## src/rtl/hz_pkg.sv

```systemverilog
`timescale 1ns/1ps
package hz_pkg;
   typedef enum logic [1:0] {
      FWD_RF  = 2'b00,
      FWD_WB  = 2'b01,
      FWD_MEM = 2'b10
   } fwd_sel_e;
endpackage

```

## src/rtl/hz_fwd_pick.sv

```systemverilog
`timescale 1ns/1ps
module hz_fwd_pick
   import hz_pkg::*;
#(
   parameter int REG_AW = 5
) (
   input  logic              clk,
   input  logic              rst_n,
   input  logic [REG_AW-1:0] src,
   input  logic [REG_AW-1:0] mem_rd,
   input  logic              mem_we,
   input  logic [REG_AW-1:0] wb_rd,
   input  logic              wb_we,
   output fwd_sel_e          sel
);
   localparam logic [REG_AW-1:0] ZERO_REG = '0;

   logic src_live;
   logic mem_hit;
   logic wb_hit;

   assign src_live = (src != ZERO_REG);
   assign mem_hit  = src_live && mem_we && (mem_rd == src);
   assign wb_hit   = src_live && wb_we  && (wb_rd  == src);

   always_comb begin
      if (mem_hit)     sel = FWD_MEM;
      else if (wb_hit) sel = FWD_WB;
      else             sel = FWD_RF;
   end


   zero_reg_chk: assert property (@(posedge clk) disable iff (!rst_n)
      (src == ZERO_REG) |-> (sel == FWD_RF));


   younger_wins_chk: assert property (@(posedge clk) disable iff (!rst_n)
      (mem_we && wb_we && mem_rd == src && wb_rd == src && src != ZERO_REG)
         |-> (sel == FWD_MEM));


   no_writer_chk: assert property (@(posedge clk) disable iff (!rst_n)
      (!mem_we && !wb_we) |-> (sel == FWD_RF));
endmodule

```

## src/rtl/hz_hazard_detect.sv

```systemverilog
`timescale 1ns/1ps
module hz_hazard_detect #(
   parameter int REG_AW        = 5,
   parameter bit DECODE_BYPASS = 1'b1
) (
   input  logic              clk,
   input  logic              rst_n,
   input  logic [REG_AW-1:0] id_rs1,
   input  logic [REG_AW-1:0] id_rs2,
   input  logic              id_use_rs1,
   input  logic              id_use_rs2,
   input  logic              id_is_branch,
   input  logic [REG_AW-1:0] ex_rd,
   input  logic              ex_we,
   input  logic              ex_load,
   input  logic [REG_AW-1:0] mem_rd,
   input  logic              mem_we,
   input  logic              mem_load,
   input  logic [REG_AW-1:0] wb_rd,
   input  logic              wb_we,
   output logic              stall
);
   localparam logic [REG_AW-1:0] ZERO_REG = '0;

   logic hit_ex, hit_mem, hit_wb;
   logic load_use;
   logic br_wait;

   // A used, nonzero source matching a given destination
   function automatic logic uses_reg(input logic [REG_AW-1:0] rd,
                                     input logic [REG_AW-1:0] s1,
                                     input logic [REG_AW-1:0] s2,
                                     input logic u1,
                                     input logic u2);
      return (rd != ZERO_REG) && ((u1 && s1 == rd) || (u2 && s2 == rd));
   endfunction

   assign hit_ex  = uses_reg(ex_rd,  id_rs1, id_rs2, id_use_rs1, id_use_rs2);
   assign hit_mem = uses_reg(mem_rd, id_rs1, id_rs2, id_use_rs1, id_use_rs2);
   assign hit_wb  = uses_reg(wb_rd,  id_rs1, id_rs2, id_use_rs1, id_use_rs2);

   assign load_use = ex_load && hit_ex;

   generate
      if (DECODE_BYPASS) begin : g_byp
         // comparator can take memory/writeback results; only loads and
         // execute-stage writers force a wait
         assign br_wait = id_is_branch &&
                          ((ex_we && hit_ex) || (mem_load && hit_mem));
         logic unused_wb;
         assign unused_wb = wb_we & hit_wb & mem_we;
      end else begin : g_nobyp
         // comparator reads only the register file: wait until writeback
         assign br_wait = id_is_branch &&
                          ((ex_we && hit_ex) || (mem_we && hit_mem) ||
                           (wb_we && hit_wb) || (mem_load && hit_mem));
      end
   endgenerate

   assign stall = load_use || br_wait;


   load_use_chk: assert property (@(posedge clk) disable iff (!rst_n)
      (ex_load && ex_rd != ZERO_REG && id_use_rs1 && id_rs1 == ex_rd) |-> stall);


   alu_no_stall_chk: assert property (@(posedge clk) disable iff (!rst_n)
      (!id_is_branch && !ex_load) |-> !stall);


   br_load_mem_chk: assert property (@(posedge clk) disable iff (!rst_n)
      (id_is_branch && mem_load && mem_rd != ZERO_REG &&
       id_use_rs2 && id_rs2 == mem_rd) |-> stall);
endmodule

```

## src/rtl/hz_branch_ctl.sv

```systemverilog
`timescale 1ns/1ps
module hz_branch_ctl (
   input  logic clk,
   input  logic rst_n,
   input  logic id_is_branch,
   input  logic id_br_hit,
   input  logic stall,
   output logic flush
);
   assign flush = id_is_branch && id_br_hit && !stall;


   flush_needs_branch_chk: assert property (@(posedge clk) disable iff (!rst_n)
      flush |-> (id_is_branch && id_br_hit));
endmodule

```

## src/rtl/hz_pipe_ctrl.sv

```systemverilog
`timescale 1ns/1ps
module hz_pipe_ctrl
   import hz_pkg::*;
#(
   parameter int REG_AW        = 5,
   parameter bit DECODE_BYPASS = 1'b1
) (
   input  logic              clk,
   input  logic              rst_n,
   input  logic [REG_AW-1:0] id_rs1,
   input  logic [REG_AW-1:0] id_rs2,
   input  logic              id_use_rs1,
   input  logic              id_use_rs2,
   input  logic              id_is_branch,
   input  logic              id_br_hit,
   input  logic [REG_AW-1:0] ex_rs1,
   input  logic [REG_AW-1:0] ex_rs2,
   input  logic [REG_AW-1:0] ex_rd,
   input  logic              ex_we,
   input  logic              ex_load,
   input  logic [REG_AW-1:0] mem_rd,
   input  logic              mem_we,
   input  logic              mem_load,
   input  logic [REG_AW-1:0] wb_rd,
   input  logic              wb_we,
   output logic [1:0]        alu_sel_a,
   output logic [1:0]        alu_sel_b,
   output logic [1:0]        br_sel_a,
   output logic [1:0]        br_sel_b,
   output logic              stall,
   output logic              flush
);
   localparam int N_PICK = 4;

   if (REG_AW < 1 || REG_AW > 8) begin : g_bad_aw
      $error("hz_pipe_ctrl: REG_AW out of range");
   end

   logic [REG_AW-1:0] pick_src [N_PICK];
   fwd_sel_e          pick_sel [N_PICK];

   assign pick_src[0] = ex_rs1;
   assign pick_src[1] = ex_rs2;
   assign pick_src[2] = id_rs1;
   assign pick_src[3] = id_rs2;

   generate
      for (genvar i = 0; i < N_PICK; i++) begin : g_pick
         if (i < 2 || DECODE_BYPASS) begin : g_on
            hz_fwd_pick #(.REG_AW(REG_AW)) u_pick (
               .clk    (clk),
               .rst_n  (rst_n),
               .src    (pick_src[i]),
               .mem_rd (mem_rd),
               .mem_we (mem_we),
               .wb_rd  (wb_rd),
               .wb_we  (wb_we),
               .sel    (pick_sel[i])
            );
         end else begin : g_off
            assign pick_sel[i] = FWD_RF;
         end
      end
   endgenerate

   assign alu_sel_a = pick_sel[0];
   assign alu_sel_b = pick_sel[1];
   assign br_sel_a  = pick_sel[2];
   assign br_sel_b  = pick_sel[3];

   hz_hazard_detect #(.REG_AW(REG_AW), .DECODE_BYPASS(DECODE_BYPASS)) u_haz (
      .clk          (clk),
      .rst_n        (rst_n),
      .id_rs1       (id_rs1),
      .id_rs2       (id_rs2),
      .id_use_rs1   (id_use_rs1),
      .id_use_rs2   (id_use_rs2),
      .id_is_branch (id_is_branch),
      .ex_rd        (ex_rd),
      .ex_we        (ex_we),
      .ex_load      (ex_load),
      .mem_rd       (mem_rd),
      .mem_we       (mem_we),
      .mem_load     (mem_load),
      .wb_rd        (wb_rd),
      .wb_we        (wb_we),
      .stall        (stall)
   );

   hz_branch_ctl u_br (
      .clk          (clk),
      .rst_n        (rst_n),
      .id_is_branch (id_is_branch),
      .id_br_hit    (id_br_hit),
      .stall        (stall),
      .flush        (flush)
   );


   mem_fwd_a_chk: assert property (@(posedge clk) disable iff (!rst_n)
      (mem_we && mem_rd == ex_rs1 && ex_rs1 != '0) |-> (alu_sel_a == 2'b10));


   wb_fwd_b_chk: assert property (@(posedge clk) disable iff (!rst_n)
      (wb_we && wb_rd == ex_rs2 && ex_rs2 != '0 && !(mem_we && mem_rd == ex_rs2))
         |-> (alu_sel_b == 2'b01));


   stall_blocks_flush_chk: assert property (@(posedge clk) disable iff (!rst_n)
      stall |-> !flush);


   br_ex_dep_chk: assert property (@(posedge clk) disable iff (!rst_n)
      (id_is_branch && ex_we && ex_rd != '0 && id_use_rs1 && id_rs1 == ex_rd)
         |-> stall);
endmodule

```

## config.mk

```make
export PLATFORM = sky130hd
export DESIGN_NAME = hz_pipe_ctrl
export DESIGN_NICKNAME = d
export VERILOG_FILES = /design/src/rtl/hz_pkg.sv /design/src/rtl/hz_fwd_pick.sv /design/src/rtl/hz_hazard_detect.sv /design/src/rtl/hz_branch_ctl.sv /design/src/rtl/hz_pipe_ctrl.sv
export SDC_FILE = /design/constraint.sdc
export NUM_CORES = 1
export LEC_CHECK = 0
export CELL_PAD_IN_SITES_DETAIL_PLACEMENT = 0
export CELL_PAD_IN_SITES_GLOBAL_PLACEMENT = 2
export CORE_AREA = 2 2 68 70
export DETAILED_ROUTE_END_ITERATION = 7
export DIE_AREA = 0 0 70 72
export PLACE_DENSITY_LB_ADDON = 0.1
export SYNTH_ARGS = -nofsm -noshare
export SYNTH_HDL_FRONTEND = slang
export SYNTH_SLANG_ARGS = --single-unit
```

## constraint.sdc

```tcl
create_clock -name vclk -period 2.9
set_input_delay 0.435 -clock vclk [all_inputs]
set_output_delay 0.435 -clock vclk [all_outputs]
set_load 0.1 [all_outputs]
```

==> results of run 1 <==
routing by layer:
metal / vias up / share of wire / GRT usage / wire [µm]
met5: - / 0 / 0 / 0
met4: 0 / 0 / 0 / 0
met3: 0 / 0.033 / 0.004167 / 101
met2: 24 / 0.50 / 0.2148 / 1515
met1: 418 / 0.47 / 0.1754 / 1431
li1: 487 / - / - / -
cells in the final DEF, fill, tap and decap left out, drive strengths merged:
cell	netlist	layout
or4	8	8
and4	1	1
clkdlybuf4s50	0	43
nand3	3	3
a31oi	1	1
xnor2	31	31
nand4	6	6
a211o	1	1
nand2	8	8
xor2	19	19
dlymetal6s2s	0	1
or3b	1	1
nor2	9	9
nor4	7	7
a21oi	3	3
nor3	2	2
buf	8	20
path summary, 6_finish.rpt:
check                      from    end  slack, ps  cells past startpoint
worst max-delay path  id_rs2[2]  flush        180                      7
worst min-delay path  id_br_hit  flush       1640                      3
Yosys cell counts, drive strengths merged:
cell    count  area share
xnor2      31        0.34
xor2       19        0.21
nor2        9       0.052
buf         8       0.071
nand2       8       0.038
or4         8       0.080
nor4        7       0.055
nand4       6       0.047
clkbuf      4       0.019
a21oi       3       0.019
nand3       3       0.019
nor3        2       0.013
a211o       1       0.011
a31oi       1      0.0078
and4        1       0.011
or3b        1       0.011
metrics by stage:
| step | hold slack, ps | utilization | total power, µW | setup WS, ps |
|---|---|---|---|---|
| floorplan | 1089 | - | 110.1 | 87.96 |
| global placement | 1632 | 0.3624 | 221.6 | 117.3 |
| detailed placement | 1650 | 0.3624 | 223.0 | 97.46 |
| CTS | 1650 | 0.3624 | 224.0 | 89.25 |
| global route | 1667 | 0.3644 | 240.3 | 31.35 |
| finish | 1641 | 0.3644 | 221.8 | 179.5 |
cell families (layout without fill, tap and decap cells):
family | Yosys count | in the layout | synth area share
and+or+nand+nor | 45 | 45 | 0.3245
buffers and inverters | 12 | 64 | 0.08933
xor gates and xnor gates | 50 | 50 | 0.5486
AOI/OAI and AO/OA | 5 | 5 | 0.03762
layout make-up:
class	instances	share of cell area
Multi-Input combinational cell	100	0.4960
Timing Repair Buffer	64	0.4622
Tap cell	52	0.04187
tightest hold or removal path, delay by kind of cell:
| kind | cells | cell delay (ps) |
|---|---|---|
| buffers and inverters | 2 | 560 |
| AND/OR/NAND/NOR | 1 | 200 |
report_power, final:
group          internal [µW]  switching, µW  total, µW
Clock                      0              0          0
Combinational            117            105        222
Sequential                 0              0          0
==> metrics, run 1 <==
LEAKAGE 0.0005375 µW; delay of the slowest cell on the worst path 520 ps; combined buffer and inverter count along the critical path 2; maximum number of pins on one net before global-route repair 7; Worst Path Arrival 2290 ps; post-route standard cell area excluding fillers 1554 µm²; width of the die 70 µm; clock buf count 0; final worst path period need 2721 ps; sequential cell area 0 µm²; unrepaired setup endpoints after global routing false; Synth Instances 112; maximum capacitance violations 0; slowest library cell on the worst path sky130_fd_sc_hd__clkdlybuf4s50_1; Max Clk Rate 0.3676 GHz; Seq Cell Count 0; CP Data Required Time 2470 ps; Routability Congestion 0.7024; status finished clean; number of placed I/O pins 56; maximum fanout along the worst path 4; Yosys warning count 0; total power per unit cell area 142.7 nW/µm²; final routed wirelength across all metal layers 3.048 mm; Worst Setup Start Kind input port; area of the core region 4264 µm²; Die Footprint 5040 µm²; DR vias 929; synthesized area per cell 7.127 µm²; post-synth design cell area 798.3 µm²; setup repair bufs after CTS 0; transition time at the pin with the least slew margin 617.5 ps; instance area at placement 1545 µm²; placement row count 24; # DRC 0; Top Family by Delay on Critical Path buffers and inverters; Antenna Nets Post-Route 0; leftover overflow at the end of global routing 0; final setup violation count 0; Tightest Hold Check Type input port to primary output; Worst VDD drop 0.00004650 V; Netlist cell types 20; sum of negative setup slack 0 ps; Port Buf Inserts 54; nature of the critical path endpoint primary output; final count of pins violating max slew 0; starting density of the core 0.1872; Routed wire per std cell 14.11 µm; number of buffers inserted by hold repair at cts 0; filler-free cell count of the finished design 216; critical path type input port to primary output; sum of net half-perimeters after detailed placement 2.643 mm; area growth from synthesis to layout 94.67%; Vias/cell 4.301; number of design-rule violations left by the first detailed-router iteration 22; Antenna Diode Count 0; wire length of the first global-routing pass 4.947 mm; worst rel slew slack 0.5845; Vert. Die Dim 72 µm; share of post-route cells with drive strength above 1 0.1646; cell-by-cell trace of the critical path clkdlybuf4s50_1 -> xor2_1 -> nor4_2 -> nand3_1 -> a211o_1 -> and4_1 -> buf_12; total count of hold-check failures in the final report 0; number of fill cells 446; number of optimization iterations in the first detailed-route pass 4; number of global-route vias before repair 961; sequential fraction of the synthesis area 0; total track usage 0.1213; initial antenna violation count 0; Multi-input gate area 770.7 µm²; number of placed instances with taps included 216; final critical-path share of the clock period 0.9381; Resized Gates After CTS 0; Final nets 212; Net Count, Synth 158
No activity file was read; power rests on OpenSTA's default activity.
==> inputs of run 2 (changes only) <==
CORE_AREA = 2 2 74 76   (was 2 2 68 70)
DIE_AREA = 0 0 76 78   (was 0 0 70 72)
SETUP_SLACK_MARGIN = 0.1   (was not set)
clock period = 2.4 ns   (was 2.9 ns; I/O delays follow)
==> run 2 against run 1 <==
Effect of this change: worst hold slack worse by 310 ps; global-route usage down 0.51 points; final cell count up 25%; critical path depth unchanged; core utilization up 1.7 points; non-clock buffer count up 37; power up 42%; first-iteration DRC count up 32%; count of clock-buffer cells in the layout unchanged; combinational power up 42%; sequential cell count unchanged; wire length up 13%; largest power group unchanged.
==> metrics, run 2 (synthesis gave the netlist of run 1 again) <==
final routed wirelength across all metal layers 3.442 mm (+13%); final setup violation count 0 (unchanged); power share of the clock group 0 (unchanged); leftover overflow at the end of global routing 0 (unchanged); Worst VDD drop 0.00005906 V (+27%); placement row count 26 (+8.3%); instance area at placement 1887 µm² (+22%); unrepaired setup endpoints after global routing true; maximum number of pins on one net before global-route repair 5 (-2); internal power consumption 163.6 µW (+40%); Worst Path Arrival 1940 ps (-350 ps); status finished clean; DR vias 1076 (+16%); starting density of the core 0.1583 (-0.02889); Port Buf Inserts 54 (unchanged); Worst Setup Start Kind input port; final worst path period need 2298 ps; commonest non-fill, non-tap cell in the layout sky130_fd_sc_hd__buf_4; final critical-path share of the clock period 0.9574; transition time at the pin with the least slew margin 288.2 ps (-329.3 ps); Die Footprint 5928 µm² (+18%); Tightest Hold Check Type input port to primary output; wire length of the first global-routing pass 5.768 mm (+17%); nature of the critical path endpoint primary output; LEAKAGE 0.0007693 µW (+43%); area of the core region 5042 µm² (+18%); sw frac 0.4800 (+0.006706); final count of pins violating max slew 0 (unchanged); Vert. Die Dim 78 µm (+8.3%); CP Data Required Time 2040 ps (-430 ps); total count of hold-check failures in the final report 0 (unchanged); post-route standard cell area excluding fillers 1924 µm² (+24%); Antenna Diode Count 0 (unchanged); commonest cells after routing, fill and taps aside 46 x sky130_fd_sc_hd__buf_4, 30 x sky130_fd_sc_hd__xnor2_1, 21 x sky130_fd_sc_hd__dlygate4sd2_1, 19 x sky130_fd_sc_hd__xor2_1, 10 x sky130_fd_sc_hd__buf_12; number of design-rule violations left by the first detailed-router iteration 29 (+32%); Routability Congestion 0.7578 (+7.9%); Antenna Nets Post-Route 0 (unchanged); total track usage 0.1162 (-0.005142); Final nets 249 (+17%); number of placed I/O pins 56 (unchanged); sum of net half-perimeters after detailed placement 3.024 mm (+14%); Final Worst Setup Slack 102.3 ps (-77.16 ps); width of the die 76 µm (+8.6%); share of post-route cells with drive strength above 1 0.4478 (+0.2831); initial antenna violation count 0 (unchanged); worst rel slew slack 0.8064 (+0.2219); number of optimization iterations in the first detailed-route pass 2 (-2); sequential cell area 0 µm² (unchanged); Routed wire per std cell 12.70 µm (-10%); number of global-route vias before repair 1134 (+18%); Max Clk Rate 0.4352 GHz; total power per unit cell area 163.5 nW/µm² (+15%); maximum fanout along the worst path 2 (-2); clock buf count 0 (unchanged); critical path type input port to primary output; Seq Cell Count 0 (unchanged); area growth from synthesis to layout 141.1%; post-place setup slack -218.2 ps (-315.6 ps); Vias/cell 3.970 (-7.7%); Logic pwr share 1.000 (about the same); # DRC 0 (unchanged); fraction of power consumed by sequential logic 0 (unchanged); Switching Power 151.0 µW (+44%); maximum capacitance violations 0 (unchanged)
[run 2: layout make-up]
cell class	count	area, µm²
timing repair buffer	101	942.2
multi-input combinational	100	894.6
fill	537	3118
tap	70	87.58
[run 2: timing repair]
| item | in CTS | in global routing |
|---|---|---|
| pin swaps | 21 | 16 |
| setup endpoints to repair | 10 | 6 |
| resized for setup | 54 | 20 |
| buffers inserted | 4 | 0 |
| gates cloned | 0 | 0 |
| hold buffers | 0 | 0 |
[run 2: worst max-delay path: stages]
cell and delay, ps:
sky130_fd_sc_hd__dlygate4sd2_1 250, sky130_fd_sc_hd__or4_4 510, sky130_fd_sc_hd__nor2_4 150, sky130_fd_sc_hd__nor2_2 50, sky130_fd_sc_hd__a31oi_2 200, sky130_fd_sc_hd__and4_4 250, sky130_fd_sc_hd__buf_12 170
[run 2: through the flow]
stage,power (µW),TNS (ps),instances,utilization,hold WS [ps]
floorplan,142.6,-262.8,112,-,881.6
global placement,322.2,-887.6,267,0.3742,1502
detailed placement,322.7,-868.7,267,0.3742,1511
CTS,314.2,0,271,0.3816,1287
global route,336.4,0,271,0.3816,1333
finish,314.7,0,271,0.3816,1329
[run 2: worst paths after layout]
path,startpoint,end,depth (start not counted)
worst max-delay path,mem_rd[0],flush,7
worst min-delay path,id_is_branch,flush,3
[run 2: power by group through the flow]
| stage | clock (µW) | sequential, µW | combinational, µW |
|---|---|---|---|
| after floorplan | 0 | 0 | 143 |
| final | 0 | 0 | 315 |
| after CTS | 0 | 0 | 314 |
| after detailed placement | 0 | 0 | 323 |
| after global placement | 0 | 0 | 322 |
| after global routing | 0 | 0 | 336 |
[run 2: layer usage]
metal | wire length [µm] | vias to the layer above | part of all wire | global-route usage
met5 | 0 | - | 0 | 0
met4 | 0 | 0 | 0 | 0
met3 | 60 | 0 | 0.017 | 0.003488
met2 | 1656 | 20 | 0.48 | 0.1964
met1 | 1725 | 493 | 0.50 | 0.1743
li1 | - | 563 | - | -
==> inputs of run 3 (changes only) <==
TNS_END_PERCENT = 100   (was not set)
==> results of run 3 <==
The final DEF is identical to that of run 2; final timing and power are the same.
